**config.mk**
```make
export PLATFORM = sky130hd
export DESIGN_NAME = prbs_word_injector
export DESIGN_NICKNAME = d
export VERILOG_FILES = /design/src/rtl/prbs_inj_pkg.sv /design/src/rtl/prbs_inj_ctrl.sv /design/src/rtl/prbs_inj_gen.sv /design/src/rtl/prbs_inj_chk.sv /design/src/rtl/prbs_inj_datapath.sv /design/src/rtl/prbs_word_injector.sv
export SDC_FILE = /design/constraint.sdc
export NUM_CORES = 1
export LEC_CHECK = 0
export ABC_AREA = 1
export BUFFER_PORTS_ARGS = -buffer_cell sky130_fd_sc_hd__buf_2
export CORE_MARGIN = 8
export CORE_UTILIZATION = 40
export CTS_BUF_LIST = sky130_fd_sc_hd__clkbuf_2
export CTS_CLUSTER_DIAMETER = 100
export DETAILED_ROUTE_END_ITERATION = 7
export GPL_TIMING_DRIVEN = 0
export PLACE_DENSITY = 0.64
export SLEW_MARGIN = 25
export SYNTH_ARGS = -nofsm -noshare
export SYNTH_HDL_FRONTEND = slang
export SYNTH_SLANG_ARGS = --single-unit
export TNS_END_PERCENT = 5
```
**constraint.sdc**
```tcl
create_clock -name clk -period 26.5 [get_ports clk]
set_input_delay 0 -clock clk [delete_from_list [all_inputs] [get_ports clk]]
set_output_delay 0 -clock clk [all_outputs]
set_load 0.1 [all_outputs]
```
**src/rtl/prbs_inj_pkg.sv**
```systemverilog
package prbs_inj_pkg;

  // Strobes from control to datapath, valid for the current word clock edge.
  typedef struct packed {
    logic selGen;   // route generator word to the serializer
    logic stepGen;  // advance generator by one word
    logic seedGen;  // return generator to its all-ones seed
    logic armChk;   // clear checker and wait for a new seed
    logic runChk;   // checker consumes rxWord this edge
  } ctrlStrobes_t;

endpackage

```
**src/rtl/prbs_inj_ctrl.sv**
```systemverilog
module prbs_inj_ctrl
  import prbs_inj_pkg::*;
(
  input  logic         testEn,
  input  logic         chkEn,
  output ctrlStrobes_t strobes
);

  // All strobes are consumed by flops, so a level change on an enable acts
  // only at the next word edge and never splits a word.
  always_comb begin
    strobes.selGen  = testEn;
    strobes.stepGen = testEn;
    strobes.seedGen = !testEn;
    strobes.armChk  = !chkEn;
    strobes.runChk  = chkEn;
  end

endmodule

```
**src/rtl/prbs_inj_gen.sv**
```systemverilog
module prbs_inj_gen
  import prbs_inj_pkg::*;
#(
  parameter int WORD_W = 20,
  parameter int ORDER  = 7,
  parameter int TAP_A  = 7,
  parameter int TAP_B  = 6
) (
  input  logic              clk,
  input  logic              rstN,
  input  ctrlStrobes_t      strobes,
  input  logic [WORD_W-1:0] encWord,
  output logic [WORD_W-1:0] txWord,
  output logic [ORDER-1:0]  genState
);

  localparam logic [ORDER-1:0] SEED = {ORDER{1'b1}};

  logic [ORDER-1:0]  lfsrQ;
  logic [ORDER-1:0]  lfsrStep;
  logic [ORDER-1:0]  walk;
  logic [WORD_W-1:0] genWord;
  logic              fb;
  logic [WORD_W-1:0] txQ;

  // Unroll WORD_W single-bit steps; state bit 0 holds the newest bit.
  always_comb begin
    walk    = lfsrQ;
    genWord = '0;
    fb      = 1'b0;
    for (int i = 0; i < WORD_W; i++) begin
      fb         = walk[TAP_A-1] ^ walk[TAP_B-1];
      genWord[i] = fb;
      walk       = {walk[ORDER-2:0], fb};
    end
    lfsrStep = walk;
  end

  always_ff @(posedge clk or negedge rstN) begin
    if (!rstN) begin
      lfsrQ <= SEED;
      txQ   <= '0;
    end else begin
      if (strobes.seedGen)      lfsrQ <= SEED;
      else if (strobes.stepGen) lfsrQ <= lfsrStep;
      txQ <= strobes.selGen ? genWord : encWord;
    end
  end

  assign txWord   = txQ;
  assign genState = lfsrQ;

endmodule

```
**src/rtl/prbs_inj_chk.sv**
```systemverilog
module prbs_inj_chk
  import prbs_inj_pkg::*;
#(
  parameter int WORD_W   = 20,
  parameter int ORDER    = 7,
  parameter int TAP_A    = 7,
  parameter int TAP_B    = 6,
  parameter int ERR_W    = 16,
  parameter int LOCK_RUN = 20
) (
  input  logic              clk,
  input  logic              rstN,
  input  ctrlStrobes_t      strobes,
  input  logic [WORD_W-1:0] rxWord,
  output logic              chkLock,
  output logic [ERR_W-1:0]  chkErrCount
);

  localparam int FILL_W = $clog2(ORDER + 1);
  localparam int RUN_W  = $clog2(LOCK_RUN + 1);
  localparam logic [FILL_W-1:0] FILL_FULL = FILL_W'(ORDER);
  localparam logic [RUN_W-1:0]  RUN_FULL  = RUN_W'(LOCK_RUN);
  localparam logic [ERR_W-1:0]  ERR_MAX   = {ERR_W{1'b1}};

  logic [ORDER-1:0]  stQ,   stNext;
  logic [FILL_W-1:0] fillQ, fillNext;
  logic [RUN_W-1:0]  runQ,  runNext;
  logic [ERR_W-1:0]  errQ,  errNext;
  logic              lockQ;
  logic              pred;
  logic              miss;

  // Seed from the first ORDER received bits, then predict with a local
  // generator that does not feed back received bits.
  always_comb begin
    stNext   = stQ;
    fillNext = fillQ;
    runNext  = runQ;
    errNext  = errQ;
    pred     = 1'b0;
    miss     = 1'b0;
    for (int i = 0; i < WORD_W; i++) begin
      if (fillNext < FILL_FULL) begin
        stNext   = {stNext[ORDER-2:0], rxWord[i]};
        fillNext = fillNext + FILL_W'(1);
      end else begin
        pred   = stNext[TAP_A-1] ^ stNext[TAP_B-1];
        miss   = rxWord[i] ^ pred;
        stNext = {stNext[ORDER-2:0], pred};
        if (miss) begin
          runNext = '0;
          if (errNext != ERR_MAX) errNext = errNext + ERR_W'(1);
        end else if (runNext < RUN_FULL) begin
          runNext = runNext + RUN_W'(1);
        end
      end
    end
  end

  always_ff @(posedge clk or negedge rstN) begin
    if (!rstN) begin
      stQ   <= '0;
      fillQ <= '0;
      runQ  <= '0;
      errQ  <= '0;
      lockQ <= 1'b0;
    end else if (strobes.armChk) begin
      stQ   <= '0;
      fillQ <= '0;
      runQ  <= '0;
      errQ  <= '0;
      lockQ <= 1'b0;
    end else if (strobes.runChk) begin
      stQ   <= stNext;
      fillQ <= fillNext;
      runQ  <= runNext;
      errQ  <= errNext;
      lockQ <= (runNext == RUN_FULL);
    end
  end

  assign chkLock     = lockQ;
  assign chkErrCount = errQ;

endmodule

```
**src/rtl/prbs_inj_datapath.sv**
```systemverilog
module prbs_inj_datapath
  import prbs_inj_pkg::*;
#(
  parameter int WORD_W   = 20,
  parameter int ORDER    = 7,
  parameter int TAP_A    = 7,
  parameter int TAP_B    = 6,
  parameter int ERR_W    = 16,
  parameter int LOCK_RUN = 20
) (
  input  logic              clk,
  input  logic              rstN,
  input  ctrlStrobes_t      strobes,
  input  logic [WORD_W-1:0] encWord,
  output logic [WORD_W-1:0] txWord,
  output logic [ORDER-1:0]  genState,
  input  logic [WORD_W-1:0] rxWord,
  output logic              chkLock,
  output logic [ERR_W-1:0]  chkErrCount
);

  prbs_inj_gen #(
    .WORD_W(WORD_W), .ORDER(ORDER), .TAP_A(TAP_A), .TAP_B(TAP_B)
  ) u_gen (
    .clk(clk), .rstN(rstN), .strobes(strobes),
    .encWord(encWord), .txWord(txWord), .genState(genState)
  );

  prbs_inj_chk #(
    .WORD_W(WORD_W), .ORDER(ORDER), .TAP_A(TAP_A), .TAP_B(TAP_B),
    .ERR_W(ERR_W), .LOCK_RUN(LOCK_RUN)
  ) u_chk (
    .clk(clk), .rstN(rstN), .strobes(strobes),
    .rxWord(rxWord), .chkLock(chkLock), .chkErrCount(chkErrCount)
  );

endmodule

```
**src/rtl/prbs_word_injector.sv**
```systemverilog
module prbs_word_injector
  import prbs_inj_pkg::*;
#(
  parameter int WORD_W   = 20,
  parameter int ORDER    = 7,
  parameter int TAP_A    = 7,
  parameter int TAP_B    = 6,
  parameter int ERR_W    = 16,
  parameter int LOCK_RUN = 20
) (
  input  logic              clk,
  input  logic              rstN,
  input  logic              testEn,
  input  logic [WORD_W-1:0] encWord,
  output logic [WORD_W-1:0] txWord,
  input  logic              chkEn,
  input  logic [WORD_W-1:0] rxWord,
  output logic              chkLock,
  output logic [ERR_W-1:0]  chkErrCount
);

  ctrlStrobes_t     strobes;
  logic [ORDER-1:0] genState;

  prbs_inj_ctrl u_ctrl (
    .testEn(testEn), .chkEn(chkEn), .strobes(strobes)
  );

  prbs_inj_datapath #(
    .WORD_W(WORD_W), .ORDER(ORDER), .TAP_A(TAP_A), .TAP_B(TAP_B),
    .ERR_W(ERR_W), .LOCK_RUN(LOCK_RUN)
  ) u_dp (
    .clk(clk), .rstN(rstN), .strobes(strobes),
    .encWord(encWord), .txWord(txWord), .genState(genState),
    .rxWord(rxWord), .chkLock(chkLock), .chkErrCount(chkErrCount)
  );

endmodule

```
=== Yosys cells after proc, flatten, opt, wreduce, memory -nomap -nowiden ===
Index checks and enable logic that the tools add are counted.

* Add/subtract/negate cells: 60
* Order comparisons: 40
* Equality and inequality tests: 21
* Mux-type cells: 167
* Bitwise operators: 60

{| class="wikitable"
|+ Operator list
! kind !! count
|-
| 16-bit two-way mux || 61
|-
| 16-bit by 1-bit adder with 16-bit output, second input constant || 20
|-
| 16-bit != test, second input constant || 20
|-
| 5-bit two-way mux || 61
|-
| 5-bit by 1-bit adder with 5-bit output, second input constant || 20
|-
| 5-bit less-than comparator, second input constant || 20
|-
| 3-bit two-way mux || 21
|-
| 3-bit by 1-bit adder with 3-bit output, second input constant || 20
|-
| 3-bit less-than comparator, second input constant || 20
|-
| 1-bit bitwise XOR || 60
|-
| 1-bit two-way mux || 21
|-
| 20-bit two-way mux || 1
|-
| 7-bit two-way mux || 2
|-
| 5-bit == test, second input constant || 1
|}

* Flip-flop bits (word level): 59
* Input bits: 44
* Output and inout bits: 37
* Word-level logic and storage cells: 355

=== Depth between registers and ports, before layout ===
Gate-level depths: netlist of the first run.

* Depth after elaboration: 82
* Mapped depth: 182

=== Modules after synthesis ===
A second synthesis of the first run with hierarchy kept.

* Cell total of the unflattened synthesis: 3569
* Area, all modules: 19901.6 sq um

{| class="wikitable"
|+ By module, submodules not included
! module !! times used !! cells each !! area each (sq um) !! seq. area each (sq um)
|-
| prbs_inj_chk || 1 || 3417 || 18555.3 || 800.8
|-
| prbs_inj_gen || 1 || 147 || 1316.3 || 684.4
|-
| prbs_inj_ctrl || 1 || 5 || 30.0 || 0.0
|}

=== Worst setup path after synthesis of the first run ===
OpenSTA, ideal clock, no wires.

* Kind: reg2reg
* Start point: register u_dp.u_chk.errQ[1], in the netlist u_dp.u_chk.chkErrCount[1]
* End point: register u_dp.u_chk.errQ[10], in the netlist u_dp.u_chk.chkErrCount[10]
* Library setup time: 0.113 ns
* Arrival time: 21.362 ns
* Data required time: 26.387 ns
* Slack: 5.025 ns
* Cell stages (with the launch flop): 178
* Clock period less this slack: 21.475 ns
* Path through: dfrtp_1 > ha_1 > nand2_1 > nor2_2 > nand2_1 > nor2_2 > nand2_4 > buf_6 > nand2_2 > nand2_1 > nand2_2 > ha_1 > inv_1 > nor2_1 > nand2_2 > nor2_8 > nand3_2 > nand2_2 > [... 142 more ...] > nand3_2 > nor2_4 > inv_2 > nor2_8 > nand3_4 > nand2_2 > nand2_1 > nand2_4 > ha_1 > nand3_1 > inv_1 > nand2_1 > nor2_4 > nand3_4 > nand3_1 > nand2_1 > inv_2 > nor2_1

* Cells in the longest elaborated chain, start to end: 81
* Elaborated cells on any way between the ends: 101

{| class="wikitable"
|+ Ends and longest elaborated chain
! item !! RTL line !! text
|-
| start: declaration || prbs_inj_chk.sv:28 || <nowiki>logic [ERR_W-1:0] errQ, errNext;</nowiki>
|-
| start signal: assignment || prbs_inj_chk.sv:77 || <nowiki>errQ <= errNext;</nowiki>
|-
| 16-bit by 1-bit adder with 16-bit output / 16-bit != test (equally long branches) || prbs_inj_chk.sv:52 || <nowiki>if (errNext != ERR_MAX) errNext = errNext + ERR_W'(1);</nowiki>
|-
| 16-bit two-way mux || prbs_inj_chk.sv:52 ||
|-
| 16-bit two-way mux || prbs_inj_chk.sv:50 || <nowiki>if (miss) begin</nowiki>
|-
| 16-bit two-way mux * || prbs_inj_chk.sv:43 || <nowiki>if (fillNext < FILL_FULL) begin</nowiki>
|-
| 16-bit by 1-bit adder with 16-bit output / 16-bit != test (equally long branches) || prbs_inj_chk.sv:52 ||
|-
| 16-bit two-way mux || prbs_inj_chk.sv:52 ||
|-
| 16-bit two-way mux || prbs_inj_chk.sv:50 ||
|-
| 16-bit two-way mux * || prbs_inj_chk.sv:43 ||
|-
| [... 65 more ...] || - ||
|-
| 16-bit two-way mux || prbs_inj_chk.sv:52 ||
|-
| 16-bit two-way mux || prbs_inj_chk.sv:50 ||
|-
| 16-bit two-way mux * || prbs_inj_chk.sv:43 ||
|-
| 16-bit by 1-bit adder with 16-bit output / 16-bit != test (equally long branches) || prbs_inj_chk.sv:52 ||
|-
| 16-bit two-way mux || prbs_inj_chk.sv:52 ||
|-
| 16-bit two-way mux || prbs_inj_chk.sv:50 ||
|-
| 16-bit two-way mux * || prbs_inj_chk.sv:43 ||
|-
| 16-bit two-way mux * || prbs_inj_chk.sv:67 || <nowiki>end else if (strobes.armChk) begin</nowiki>
|}

Every way passes the cells marked *; elsewhere a longest branch is shown, timed or not.

=== Worst setup path in the final report of the first run ===
Ends and elaborated chain as after synthesis.

==> results of run 1 <==
-- worst reg2reg max path, delay by kind of cell, from the launching register on --
| kind | cells | cell delay [ps] |
|---|---|---|
| and+or+nand+nor | 138 | 16640 |
| xor gates and xnor gates | 3 | 570 |
| DFF | 1 | 440 |
| adders and majority gates | 20 | 4400 |
| buffers and inverters | 16 | 2040 |
-- metal layers --
layer | vias to the layer above | GRT usage [%] | routed length, µm
met5 | - | 0 | 0
met4 | 0 | 3.15 | 800
met3 | 52 | 1.11 | 1690
met2 | 326 | 31.4 | 26500
met1 | 9938 | 24.2 | 27900
li1 | 11800 | - | -
-- registers in the layout (all words and copies together) (netlist names) --
name                    flops
u_dp.u_chk.runQ             5
u_dp.u_chk.chkLock          1
u_dp.u_gen.genState         7
u_dp.u_chk.chkErrCount     16
u_dp.u_chk.fillQ            3
u_dp.u_gen.txWord          20
u_dp.u_chk.stQ              7
-- Yosys cell counts (all sizes together) (24+ instances only) --
library cell     n  area (µm²)
nor2           534        3080
xnor2           31         272
xor2            74         674
buf             25         240
dfrtp           52        1300
clkinv          24         106
nand3          565        3920
clkbuf          43         447
o21ai           85         448
nor3            70         448
a21oi           28         155
ha              41         513
nand3b          29         240
nand2         1283        6300
nand4          156        1020
inv            478        1820
-- cell type report --
type,count,area [µm²],area share (%)
Clock inverter,7,83.8,0.360
Timing Repair Buffer,104,643,2.76
Clock buffer,9,45.0,0.194
Inverter,503,1930,8.30
Multi-Input combinational cell,2954,17500,75.2
Antenna cell,4,10.0,0.0430
Sequential cell,59,1490,6.39
Buffer,69,697,2.99
Tap cell,696,871,3.74
-- final timing paths --
check	depth (start not counted)	slack [ps]	to
setup / recovery	177	2380	u_dp.u_chk.chkErrCount[10]
hold / removal	2	50	u_dp.u_gen.txWord[0]
setup reg to reg	177	2380	u_dp.u_chk.chkErrCount[10]
hold reg to reg	2	730	u_dp.u_gen.genState[6]
max in group asynchronous	2	25920	u_dp.u_chk.chkErrCount[0]
min in group clk	6	140	u_dp.u_chk.chkErrCount[9]
-- kinds of logic (layout without fill, tap and decap cells) --
group	Yosys count	count (layout)	synth area share, %
adder cells (fa/ha/maj)	41	41	2.37
AND/OR/NAND/NOR	2660	2660	70.2
flip-flops	59	59	6.87
multiplexers	1	1	0.0463
other	0	4	0
XOR/XNOR	105	105	4.38
AO/OA/AOI/OAI	147	147	3.97
buffers and inverters	572	692	12.2
-- repair_timing --
item                                   CTS  global route
gates resized for setup                  0             4
endpoints found under the hold margin  104             0
setup endpoints to repair                0            16
hold buffers                            24             0
-- per-stage QoR --
step | setup slack [ps] | hold WS, ps | instance area, µm² | cells
after CTS | 2030 | 8.72 | 23200 | 4401
final | 2380 | 51.7 | 23300 | 4405
after global routing | 41.7 | 66.5 | 23300 | 4403
after floorplan | 5030 | -296 | 21600 | 3585
after detailed placement | 2140 | 98.5 | 22900 | 4361
after global placement | 2220 | 205 | 22900 | 4361
==> results.txt, run 1 <==
- Result of the run: completed
- MaxCap Viol Count: 0
* Total standard cell area after synthesis: 21600 µm²
- Number of synthesized register bits: 59
- TritonCTS clock tree: yes
* Count of nets left with antenna violations after detail routing: 0
* Slew Viols, Final: 0
- Peak fanout along the critical path: 10
* Mean post-synth cell area: 6.03 µm²
- Tracing the worst setup path back leads to its startpoint at u_dp.u_chk.chkErrCount[1].
* Final net count: 3785
* Tot GR Track Use: 17.9%
- The number of global-route vias before repair was 20500.
- Headroom to the max-slew limit: 35.1%
- Kind of end point of the critical path: flip-flop
- Number of warnings reported in the yosys synthesis log: 0
- Commonest non-fill, non-tap cells in the layout: sky130_fd_sc_hd__nand2_1, sky130_fd_sc_hd__inv_1, sky130_fd_sc_hd__nand3_1
- Clock edge transition at the registers on the reported setup and hold paths: 230 ps
* Router iterations before antenna repair: 6
* Least-Margin Pin Slew: 971 ps
- Detail-routed net length per standard cell: 12.9 µm
- The die covers 61700 µm².
- Delay of the slowest cell on the worst path: 440 ps
- Required arrival time at the worst endpoint: 26940 ps
- Setup repair after global routing missed its margin: false
- Crit path DAT: 24560 ps
* Setup violators final: 0
- Largest buffer count on any clock path: 2
- The synthesized design contains 0 enable-type register cells.
* Largest delay share family, worst path: simple AND/OR/NAND/NOR gates
- Wire length of the first global-routing pass: 97900 µm
- Period utilisation layout: 91.0%
- Clock tree root buffer cell: sky130_fd_sc_hd__clkbuf_2
- Final period demand of the worst path: 24120 ps
- Post-CTS Setup Repair Bufs: 0
- Critical path buffer and inverter count: 16
* Overflow left after global routing: 0
- In the final layout, the share of cells above drive strength 1 is 28.0%.
- Starting density of the core: 40.3%
- Total routed wirelength: 57000 µm
- Share of the core filled with cells: 43.4%
* Pin count of the biggest net entering global routing: 60
- Most instantiated flip-flop cell in the synthesis netlist: sky130_fd_sc_hd__dfrtp_1
- Sequential cells were found to cover 6.87% of the synthesized design area.
* Worst path most repeated cell: sky130_fd_sc_hd__nand2_2
- Setup total negative slack on the finished layout was measured at 0 ps.
- Fin. Hold Viols: 0
* Core Area: 53600 µm²
* Number of fill cells in the layout: 5862
* First DRT Iteration DRCs: 1188
- Chip Width: 248 µm
- The H-tree generated during clock tree synthesis spans 3 levels.
- Async set or reset register ratio after synthesis: 100%
- Remaining DRCs: 0
- Count of mapped cells out of synthesis: 3585
* Detailed-route vias per instance: 5.01
- Overall die height: 248 µm
* Number of port buffers: 80
* Synthesized net count: 3670
* Number of buffers created by CTS: 9
* Distinct cell type count of the synthesized netlist: 65
- The worst register-to-register path begins at u_dp.u_chk.chkErrCount[1].
- Total number of vias: 22100
* Most frequent standard cell in the layout excluding fill and tap cells: sky130_fd_sc_hd__nand2_1
- Number of antenna violations at the first check in global routing: 5
- WS Path Type: flip-flop to flip-flop
* Path type of the worst min-delay path: input port to asynchronous set/reset pin
- Half-perimeter wire length of the detailed placement result: 48700 µm
* Clock net sink count: 59
- Row generation in the floorplan step produced 85 rows.
* Fmax: 41.5 MHz
* Type of element launching the critical path: flip-flop
* Standard cell with the maximum stage delay on the critical path: sky130_fd_sc_hd__dfrtp_2
* Routability Congestion: 0.875
* Post-Route Skew: 44.4 ps
- Compared with the post-synthesis result, the final layout area differs by 7.71%.
* Clock network latency to the later pin of the worst-skew pair: 540 ps
- Top-level I/O count: 81
Power of run 1 is left out: the tool's default activity adds up to more than one toggle a clock period on the data nets, which glitch-free logic cannot reach.
==> run 2, diff against run 1 <==
Settings changed: CORE_ASPECT_RATIO from default to 1.1.
==> results.txt, run 2 (synthesis results as in run 1) <==
- Fin area: 23300 µm² (about the same)
- The required time at the endpoint of the critical path came to 26920 ps (was 26940 ps).
* Half-perimeter wire length of the detailed placement result: 48800 µm (was 48700 µm)
- Worst path most repeated cell: sky130_fd_sc_hd__nand2_2 (unchanged)
* Slew Viols, Final: 0 (unchanged)
- The share of the clock period used by the worst path came to 90.2% (was 91.0%).
* Largest buffer count on any clock path: 2 (unchanged)
- Vias in the first global route: 20400 (was 20500)
- Number of flip-flops in the largest register: 20 (unchanged)
- Routability Congestion: 0.909 (was 0.875)
- Commonest non-fill, non-tap cells in the layout: sky130_fd_sc_hd__nand2_1, sky130_fd_sc_hd__inv_1, sky130_fd_sc_hd__nand3_1 (unchanged).
- The family with the most delay on the worst path is simple AND/OR/NAND/NOR gates (unchanged).
- The clock period minus final worst setup slack came to 23900 ps (was 24120 ps).
* Total number of vias: 22000 (was 22100)
- Starting density of the core: 40.3% (about the same)
- Count of nets left with antenna violations after detail routing: 0 (unchanged)
- The number of detailed-route iterations in the first pass came to 5 (was 6).
- The post-place instance area is 22900 µm² (about the same).
* Fin. Hold Viols: 0 (unchanged)
- Least-Margin Pin Slew: 1020 ps (was 971 ps)
- Total routed wirelength: 57400 µm (was 57000 µm)
- Clock network latency to the later pin of the worst-skew pair: 500 ps (was 540 ps)
* Core Area: 53600 µm² (about the same)
- Setup repair after global routing missed its margin: false (unchanged)
- Type of element launching the critical path: flip-flop (unchanged)
- The setup TNS was 0 ps (unchanged).
- Headroom to the max-slew limit: 31.7% (was 35.1%)
* Detail-routed net length per standard cell: 12.9 µm (about the same)
- The library cell contributing the largest single delay on the critical path is sky130_fd_sc_hd__dfrtp_2 (unchanged).
- The violation count after the first detailed-routing iteration was 1165 (was 1188).
- Crit path DAT: 24320 ps (was 24560 ps)
- Path type of the worst min-delay path: input port to asynchronous set/reset pin (unchanged)
- The highest fanout seen on the critical path is 10 (unchanged).
* Deepest level of the CTS H-tree: 3 (unchanged)
- The commonest non-fill, non-tap cell in the layout is sky130_fd_sc_hd__nand2_1 (unchanged).
- The global-route wire length before repair was 98200 µm (was 97900 µm).
- The clock root buffer is sky130_fd_sc_hd__clkbuf_2 (unchanged).
* Kind of end point of the critical path: flip-flop (unchanged)
- The max-cap check violation count was 0 (unchanged).
- The port buffer count is 80 (unchanged).
* Final net count: 3787 (was 3785)
* TritonCTS clock tree: yes (unchanged)
- The stage delay of the slowest cell on the critical path is 460 ps (was 440 ps).
* Setup violators final: 0 (unchanged)
- Count of standard-cell rows: 89 (was 85)
* Result of the run: completed (unchanged)
* Area overhead of the layout relative to synthesis: 7.96% (was 7.71%)
- The initial antenna violation count was 5 (unchanged).
- The fill cell total of the finished layout is 5815 (was 5862).
- The worst path buffer plus inverter count is 16 (unchanged).
- Chip Width: 238 µm (was 248 µm)
- Tot GR Track Use: 18.3% (was 17.9%)
* Top-level I/O count: 81 (unchanged)
* WS Path Type: flip-flop to flip-flop (unchanged)
* Total die area: 61700 µm² (about the same)
- Post-CTS Setup Repair Bufs: 0 (unchanged)
- Overflow left after global routing: 0 (unchanged)
- The clock transition time at the flip-flop clock pins of the worst setup and hold paths is 200 ps (was 230 ps).
- Layout cell share with drive strength beyond 1: 28.2% (was 28.0%)
- Pin count of the biggest net entering global routing: 60 (unchanged)
- The number of clock buffers inserted by TritonCTS is 9 (unchanged).
* Clock net sink count: 59 (unchanged)
- The remaining design rule violation count was 0 (unchanged).
- Detailed-route vias per instance: 4.96 (was 5.01)
- The peak clock frequency supported by timing was 41.8 MHz (was 41.5 MHz).
- Post-Route Skew: 36.0 ps (was 44.4 ps)
- The height of the die was 260 µm (was 248 µm).
==> run 2: cell count changes in the layout (fill, tap and decap cells not counted), sizes merged <==
cell,change
inv,-3
bufinv,-1
clkinv,+4
dlygate4sd3,+2
==> run 2: path summary, 6_finish.rpt <==
check | end | from | slack, ps | cells after the start
worst min register to register | u_dp.u_gen.txWord[9] | u_dp.u_gen.genState[4] | 710 | 2
worst max-delay path | u_dp.u_chk.chkErrCount[10] | u_dp.u_chk.chkErrCount[1] | 2600 | 177
worst min-delay path | u_dp.u_gen.txWord[19] | rstN | 90 | 2
worst max register to register | u_dp.u_chk.chkErrCount[10] | u_dp.u_chk.chkErrCount[1] | 2600 | 177
min in group clk | u_dp.u_chk.chkErrCount[11] | rxWord[19] | 170 | 6
max in group asynchronous | u_dp.u_chk.chkErrCount[0] | rstN | 25880 | 2
==> run 2: layer usage <==
layer	up-vias	wire, µm	share of wire [%]	global-route usage [%]
met5	-	13	0.023	0
met2	327	27400	48	32.9
met4	2	1230	2.1	4.34
met3	80	1540	2.7	0.953
met1	9840	27200	47	23.8
li1	11800	-	-	-
==> run 2: metrics by stage <==
stage / setup WS, ps / std cells / hold slack (ps) / utilization [%]
2_1_floorplan: 5030 / 3585 / -296 / -
3_3_place_gp: 2050 / 4393 / 203 / 42.8
3_5_place_dp: 2010 / 4393 / 92.7 / 42.8
4_1_cts: 1930 / 4435 / 35.2 / 43.5
5_1_grt: 31.5 / 4438 / 92.8 / 43.5
6_report: 2600 / 4439 / 87.7 / 43.5
==> run 2: final cells by class <==
class | count | area (µm²) | area share, %
clock buffer | 9 | 45.0 | 0.193
sequential | 59 | 1490 | 6.38
antenna | 4 | 10.0 | 0.0429
multi-input combinational | 2954 | 17500 | 75.1
buffer | 69 | 697 | 2.99
timing repair buffer | 106 | 663 | 2.84
inverter | 503 | 1930 | 8.28
tap | 728 | 911 | 3.91
clock inverter | 7 | 52.6 | 0.225
==> run 2: repair_timing <==
item                                    4_1_cts  5_1_grt
hold buffers                                 26        0
hold endpoints to repair                    104        0
gates resized for setup                       0       12
endpoints found under the setup margin        0       16
Power of run 2 is left out for the same reason.
